<file path="config.mk">
export PLATFORM = sky130hd
export DESIGN_NAME = chk_inject_seq
export DESIGN_NICKNAME = d
export VERILOG_FILES = /design/src/rtl/chkseq_pkg.sv /design/src/rtl/chkseq_timer.sv /design/src/rtl/chkseq_fsm.sv /design/src/rtl/chkseq_drive.sv /design/src/rtl/chk_inject_seq.sv
export SDC_FILE = /design/constraint.sdc
export NUM_CORES = 1
export LEC_CHECK = 0
export ABC_CLOCK_PERIOD_IN_PS = 5300
export BUFFER_PORTS_ARGS = -buffer_cell sky130_fd_sc_hd__buf_2
export CAP_MARGIN = 20
export CORE_UTILIZATION = 50
export CTS_CLUSTER_SIZE = 24
export DETAILED_ROUTE_END_ITERATION = 7
export PLACE_DENSITY_LB_ADDON = 0.25
export SLEW_MARGIN = 5
export SYNTH_ARGS = -nofsm -noshare
export SYNTH_HDL_FRONTEND = slang
export SYNTH_SLANG_ARGS = --single-unit
</file>
<file path="constraint.sdc">
create_clock -name clk -period 5.3 [get_ports clk]
set_clock_uncertainty 0.15 [all_clocks]
set_input_delay 1.59 -clock clk [delete_from_list [all_inputs] [get_ports clk]]
set_output_delay 1.59 -clock clk [all_outputs]
set_load 0.1 [all_outputs]
</file>
<file path="src/rtl/chkseq_pkg.sv">
package chkseq_pkg;

    typedef enum logic [1:0] {
        SQ_IDLE   = 2'd0,
        SQ_SETTLE = 2'd1,
        SQ_HOLD   = 2'd2,
        SQ_DECAY  = 2'd3
    } sq_state_e;

endpackage

</file>
<file path="src/rtl/chkseq_timer.sv">
module chkseq_timer #(
    parameter int unsigned SETTLE_MS = 50,
    parameter int unsigned DECAY_MS  = 50
) (
    input  logic clk,
    input  logic rst_n,
    input  logic clr,
    input  logic run,
    input  logic sel_decay,
    input  logic tick,
    output logic win_done
);
    localparam int unsigned TOP_MS = (SETTLE_MS > DECAY_MS) ? SETTLE_MS : DECAY_MS;
    localparam int unsigned CNT_W  = (TOP_MS < 2) ? 1 : $clog2(TOP_MS);
    localparam logic [CNT_W-1:0] LIM_S = CNT_W'(SETTLE_MS - 1);
    localparam logic [CNT_W-1:0] LIM_D = CNT_W'(DECAY_MS - 1);

    logic [CNT_W-1:0] cnt;
    logic [CNT_W-1:0] lim;

    assign lim      = sel_decay ? LIM_D : LIM_S;
    assign win_done = run && tick && (cnt == lim);

    always_ff @(posedge clk or negedge rst_n) begin
        if (!rst_n) begin
            cnt <= '0;
        end else if (clr) begin
            cnt <= '0;
        end else if (run && tick) begin
            cnt <= cnt + 1'b1;
        end
    end

    // the count never passes the limit of the window being timed
    p_cnt_in_window_r3: assert property (@(posedge clk) disable iff (!rst_n)
        run |-> (cnt <= lim));

    // outside a timed window the count does not move
    p_tick_ignored_r9: assert property (@(posedge clk) disable iff (!rst_n)
        (!run && !clr) |=> $stable(cnt));

endmodule

</file>
<file path="src/rtl/chkseq_fsm.sv">
module chkseq_fsm
    import chkseq_pkg::*;
(
    input  logic      clk,
    input  logic      rst_n,
    input  logic      chk_req,
    input  logic      win_done,
    output sq_state_e state,
    output logic      tmr_clr,
    output logic      tmr_run,
    output logic      sel_decay
);
    sq_state_e nxt;

    always_comb begin
        nxt = state;
        unique case (state)
            SQ_IDLE:   if (chk_req)       nxt = SQ_SETTLE;
            SQ_SETTLE: if (!chk_req)      nxt = SQ_DECAY;
                       else if (win_done) nxt = SQ_HOLD;
            SQ_HOLD:   if (!chk_req)      nxt = SQ_DECAY;
            SQ_DECAY:  if (chk_req)       nxt = SQ_SETTLE;
                       else if (win_done) nxt = SQ_IDLE;
        endcase
    end

    always_ff @(posedge clk or negedge rst_n) begin
        if (!rst_n) state <= SQ_IDLE;
        else        state <= nxt;
    end

    always_comb begin
        tmr_clr   = (nxt != state);
        tmr_run   = (state == SQ_SETTLE) || (state == SQ_DECAY);
        sel_decay = (state == SQ_DECAY);
    end

    // a request seen in idle always starts the settle window
    p_enter_settle_r2: assert property (@(posedge clk) disable iff (!rst_n)
        (state == SQ_IDLE && chk_req) |=> (state == SQ_SETTLE));

    // a request during decay always re-enters settle
    p_reenter_r7: assert property (@(posedge clk) disable iff (!rst_n)
        (state == SQ_DECAY && chk_req) |=> (state == SQ_SETTLE));

    // a drop during settle never reaches hold
    p_settle_drop_r8: assert property (@(posedge clk) disable iff (!rst_n)
        (state == SQ_SETTLE && !chk_req) |=> (state == SQ_DECAY));

endmodule

</file>
<file path="src/rtl/chkseq_drive.sv">
module chkseq_drive
    import chkseq_pkg::*;
#(
    parameter int unsigned          N_FAULT   = 10,
    parameter logic [N_FAULT-1:0]   INJ_MASK  = '1,
    parameter int unsigned          OFS_W     = 12,
    parameter int unsigned          ST_LIMIT  = 512,
    parameter int unsigned          ST_MARGIN = 256
) (
    input  sq_state_e          state,
    output logic [N_FAULT-1:0] inj_en,
    output logic [OFS_W-1:0]   st_ofs,
    output logic               chk_active,
    output logic               faults_due,
    output logic               normal_ready
);
    localparam logic [OFS_W-1:0] OFS_VAL = OFS_W'(ST_LIMIT + ST_MARGIN);

    logic inj_on;

    always_comb begin
        inj_on       = 1'b0;
        faults_due   = 1'b0;
        normal_ready = 1'b0;
        unique case (state)
            SQ_IDLE:   normal_ready = 1'b1;
            SQ_SETTLE: inj_on       = 1'b1;
            SQ_HOLD: begin
                inj_on     = 1'b1;
                faults_due = 1'b1;
            end
            SQ_DECAY:  ;
        endcase
    end

    assign chk_active = inj_on;
    assign st_ofs     = inj_on ? OFS_VAL : '0;

    for (genvar i = 0; i < int'(N_FAULT); i++) begin : g_inj
        if (INJ_MASK[i]) begin : g_on
            assign inj_en[i] = inj_on;
        end else begin : g_off
            assign inj_en[i] = 1'b0;
        end
    end

endmodule

</file>
<file path="src/rtl/chk_inject_seq.sv">
module chk_inject_seq
    import chkseq_pkg::*;
#(
    parameter int unsigned        N_FAULT   = 10,
    parameter logic [N_FAULT-1:0] INJ_MASK  = '1,
    parameter int unsigned        SETTLE_MS = 50,
    parameter int unsigned        DECAY_MS  = 50,
    parameter int unsigned        OFS_W     = 12,
    parameter int unsigned        ST_LIMIT  = 512,
    parameter int unsigned        ST_MARGIN = 256
) (
    input  logic               clk,
    input  logic               rst_n,
    input  logic               chk_req,
    input  logic               ms_tick,
    output logic [N_FAULT-1:0] inj_en,
    output logic [OFS_W-1:0]   st_ofs,
    output logic               chk_active,
    output logic               faults_due,
    output logic               normal_ready
);
    sq_state_e state;
    logic      tmr_clr;
    logic      tmr_run;
    logic      sel_decay;
    logic      win_done;

    chkseq_fsm i_fsm (
        .clk       (clk),
        .rst_n     (rst_n),
        .chk_req   (chk_req),
        .win_done  (win_done),
        .state     (state),
        .tmr_clr   (tmr_clr),
        .tmr_run   (tmr_run),
        .sel_decay (sel_decay)
    );

    chkseq_timer #(
        .SETTLE_MS (SETTLE_MS),
        .DECAY_MS  (DECAY_MS)
    ) i_timer (
        .clk       (clk),
        .rst_n     (rst_n),
        .clr       (tmr_clr),
        .run       (tmr_run),
        .sel_decay (sel_decay),
        .tick      (ms_tick),
        .win_done  (win_done)
    );

    chkseq_drive #(
        .N_FAULT   (N_FAULT),
        .INJ_MASK  (INJ_MASK),
        .OFS_W     (OFS_W),
        .ST_LIMIT  (ST_LIMIT),
        .ST_MARGIN (ST_MARGIN)
    ) i_drive (
        .state        (state),
        .inj_en       (inj_en),
        .st_ofs       (st_ofs),
        .chk_active   (chk_active),
        .faults_due   (faults_due),
        .normal_ready (normal_ready)
    );

    // no monitor is ever injected without the status override
    p_inj_needs_active_r2: assert property (@(posedge clk) disable iff (!rst_n)
        (inj_en != '0) |-> chk_active);

    // a dropped request removes the override in the next cycle
    p_override_drop_r4: assert property (@(posedge clk) disable iff (!rst_n)
        (chk_active && !chk_req) |=> !chk_active);

    // faults are only declared due while injecting
    p_due_needs_active_r3: assert property (@(posedge clk) disable iff (!rst_n)
        faults_due |-> chk_active);

    // the amplitude offset appears only under the override
    p_ofs_with_active_r5: assert property (@(posedge clk) disable iff (!rst_n)
        (st_ofs != '0) |-> chk_active);

    // ready excludes any injection or override
    p_ready_exclusive_r6: assert property (@(posedge clk) disable iff (!rst_n)
        normal_ready |-> (!chk_active && (inj_en == '0)));

endmodule

</file>
# Word level (Yosys, flattened, before mapping)
# Index checks and enable logic that the tools add are counted.
totals:
  inputBits: 4
  regBits: 8
  word_cells: 27
op_classes:
  add_sub_neg: 1
  n_eq_ne: 5
  reduce_logical: 6
  n_mux: 13
op_table:
  columns: ["cell", "n"]
  rows:
  - ["2-bit two-way mux", 6]
  - ["6-bit two-way mux", 2]
  - ["10-bit two-way mux", 1]
  - ["2-bit case mux with 4 select lines", 1]
  - ["6-bit by 1-bit adder with 6-bit output (second input constant)", 1]
  - ["6-bit equality test (second input constant)", 1]
  - ["2-bit equality test (second input constant)", 2]
  - ["1-bit two-way mux", 3]
  - ["2-bit by 1-bit equality test with 1-bit output (second input constant)", 1]
  - ["1-bit logical AND", 2]
  - ["2-bit zero test", 1]
  - ["2-bit inequality test", 1]
  - ["2-bit nonzero test", 1]
  - ["2-bit OR reduction", 1]
  - ["1-bit logical OR", 1]

# Longest topological paths before layout
depth:
  word_depth: 9
  mapped_depth: 7

# Hierarchy
# Synthesis repeated with hierarchy kept, for this count alone.
hier_totals:
  hier_cells: 71
  hier_area_um2: 644.4
by_module_without_submodules:
  columns: ["mod", "seq_area_each_um2", "n_inst", "area_per_inst_um2", "cells_per_inst"]
  rows:
  - ["chkseq_timer", 150.1, 1, 319.1, 33]
  - ["chkseq_drive", 0.0, 1, 201.4, 27]
  - ["chkseq_fsm", 50.0, 1, 123.9, 11]

# Least setup slack after synthesis
# OpenSTA, ideal clock, no wires.
synth_path:
  path_kind: "register to output"
  start: "register i_fsm.state[1]"
  end: "output port inj_en[0]"
  stages_incl_launch_ff: 4
  required_time_ns: 3.560
  path_buffers: 1
  slack_ns: 1.543
  t_arrival_ns: 2.017
  cell_sequence: "dfrtp_1 inv_1 ha_1 buf_4"
synth_via:
  elab_chain_cells: 3
  word_cells_on_any_way: 4
  cone_classes: "eq/ne (2); mux (1); reduce/logical (1)"
synth_lines:
  columns: ["item", "line_no", "source"]
  rows:
  - ["from (decl)", "chkseq_fsm.sv:8", "output sq_state_e state,"]
  - ["from (signal assigned)", "chkseq_fsm.sv:29", "else state <= nxt;"]
  - ["2-bit by 1-bit equality test with 1-bit output or 2-bit equality test (tied branches)", "chkseq_drive.sv:25", "unique case (state)"]
  - ["2-bit OR reduction (no source line) (*)", null, null]
  - ["1-bit two-way mux (*)", "chkseq_drive.sv:25", null]
  - ["to (decl)", "chk_inject_seq.sv:16", "output logic [N_FAULT-1:0] inj_en,"]
# Every way passes the cells marked *; elsewhere a longest branch is shown, timed or not.

# Worst setup path after layout
layout_path:
  start: "register i_fsm.state[0]"
  end: "output port inj_en[6]"
# The elaborated chain is that of the path after synthesis.

==> results.cfg <==
[outcome]
status = completed

[grt]
grt_first_pass_wirelength_um = 2550
grt_pass1_vias = 573
grt_max_degree = 14
grt_usage = 0.180
antenna_found_initial = 0
overflow = 0

[die]
fp-row-count = 14
dieArea_um2 = 1910
die_x_um = 43.7
core_region_area_um2 = 1560
pin_count = 29
start_util = 0.558
die_height_um = 43.7

[critical_path]
crit_end = inj_en[6]
critPathCaptureType = output port
critPathSlowestCell = dfrtp_1
crit_required_ns = 3.56
r2r-end = i_timer.cnt[2]
regToRegSetupSlack_ns = 3.08
cp_data_arrival_time_ns = 1.83
start_kind = flop
rr_worst_depth = 6
worstSetupPathType = reg2out
crit_start = i_fsm.state[0]
crit-reg2reg-launch = i_fsm.state[0]
path_max_fanout = 13
slowest_delay_ns = 0.54
crit_chain = inv_1, ha_1, buf_2

[logic_synthesis]
synth_top_area_frac = 0.230
synth_cells = 97
ys_seq_elements = 8
avgSynthCellArea_um2 = 8.96
synth_top_cell_by_area = dfrtp_1
yosys_warnings = 0
synthesis.area_um2 = 870
async_reset_ff_frac = 1.00
synth-main-ff-cell = dfrtp_1
ys_seq_area_frac = 0.230
netlist_top_cells_area = dfrtp_1, buf_4, ha_1
ys_types = 34
synth_edf_count = 0

[placed_design]
place_area_um2 = 833
place_hpwl_um = 1200
portBuffers = 18
globalplace.congestion = 0.772

[clock_tree]
cts_max_path_buffers = 2
cts-root-buf = clkbuf_4
cts_tree = done
h-tree-depth = 1
cts_resized = 0
cts_buffers = 3
clkLatencyLatePin_ns = 0.24
cts.sinks = 8
clk_pin_slew_ns = 0.05
post_cts.repair.setup_buffers = 0
ctsHoldBuffers = 0

[route]
drtIter0Drc = 6
dr.pass1.iters = 4
route.vias.total = 671
drc = 0
wire_per_inst_um = 12.4
routed_wirelength_um = 1480
ant_nets = 0
vias_per_cell = 5.64

[timing]
fmax_mhz = 280
fin_crit_ns = 3.57
hold_violations = 0
fin_tns_setup_ns = 0
setup_violations = 0
fin_crit_sh = 0.673
rsz0062_at_grt = no
drv_slew = 0

[final_layout]
n_antenna_cell = 0
finalInstanceArea_um2 = 856
drive_gt1_frac = 0.291
synthToLayoutAreaGrowth_pct = -1.58
final_nets = 115
utilization = 0.549

[run]
max_cap_violations = 0

[min_path]
hold_class = reg2reg
## per-layer routing
layer  vias to the layer above  track usage  routed length (µm)
met4                         0       0.0938                  31
met5                         -            0                   0
met2                        26        0.251                 674
li1                        335            -                   -
met3                         4       0.0292                  67
met1                       306        0.265                 708
## cells in the final DEF, fill, tap and decap left out, types with 2 or more instances in the layout
cell type / count
or3_1: 2
buf_2: 18
dfrtp_1: 8
conb_1: 10
nand2_1: 3
nand3_1: 2
nor4_1: 5
ha_1: 6
clkbuf_4: 3
a21oi_1: 4
nor3_1: 4
inv_1: 5
xor2_1: 2
o22ai_1: 4
xnor2_1: 2
nor2_1: 6
## worst max-delay path: cells and delay by family (launching register included)
family	cells	cell delay [ns]
adder cells (fa/ha/maj)	1	0.45
flip-flops	1	0.54
buffers and inverters	2	0.59
## final cells by class
class	instances	area [µm²]
inverter	5	18.8
clock buffer	3	22.5
tap	16	20.0
multi-input combinational	69	504
timing repair buffer	18	90.1
sequential	8	200
fill	147	703
## worst min-delay path by stage
| stage | cells past startpoint | from | endpoint | slack, ns |
|---|---|---|---|---|
| after global placement | 2 | i_timer.cnt[0] | i_timer.cnt[0] | 0.51 |
| after global routing | 2 | i_timer.cnt[0] | i_timer.cnt[0] | 0.59 |
| final | 2 | i_timer.cnt[3] | i_timer.cnt[3] | 0.51 |
| after detailed placement | 2 | i_timer.cnt[0] | i_timer.cnt[0] | 0.52 |
| after floorplan | 2 | i_timer.cnt[3] | i_timer.cnt[3] | 0.47 |
| after CTS | 2 | i_timer.cnt[0] | i_timer.cnt[0] | 0.52 |
## logic make-up (layout without fill, tap and decap cells)
kind of cell               after synthesis  in the layout  synth area share
and+or+nand+nor                         29             29             0.204
other                                    1             10           0.00431
xor gates and xnor gates                 4              4            0.0403
buffers and inverters                   29             26             0.229
AOI/OAI and AO/OA                       20             20             0.206
DFF                                      8              8             0.230
adders and majority gates                6              6            0.0863
## sequential cells by signal, indices dropped and copies added (netlist names)
name / cells
i_timer.cnt: 6
i_fsm.state: 2
## Yosys cell counts, types with 2 or more instances
cell type  instances
buf_4             24
dfrtp_1            8
ha_1               6
nor2_1             6
inv_1              5
nor4_1             5
a21oi_1            4
nor3_1             4
o22ai_1            4
nand2_1            3
nand3_1            2
or3_1              2
xnor2_1            2
xor2_1             2
## metrics by stage
step,hold slack (ns),worst slack [ns],instances
after floorplan,0.466,1.54,106
after global placement,0.511,2.05,116
after detailed placement,0.518,1.99,116
after CTS,0.524,1.72,119
after global routing,0.587,1.56,119
final,0.507,1.73,119
Power is not shown: default switching activity piles up to over one toggle a cycle in this logic, so the estimate is an artifact.
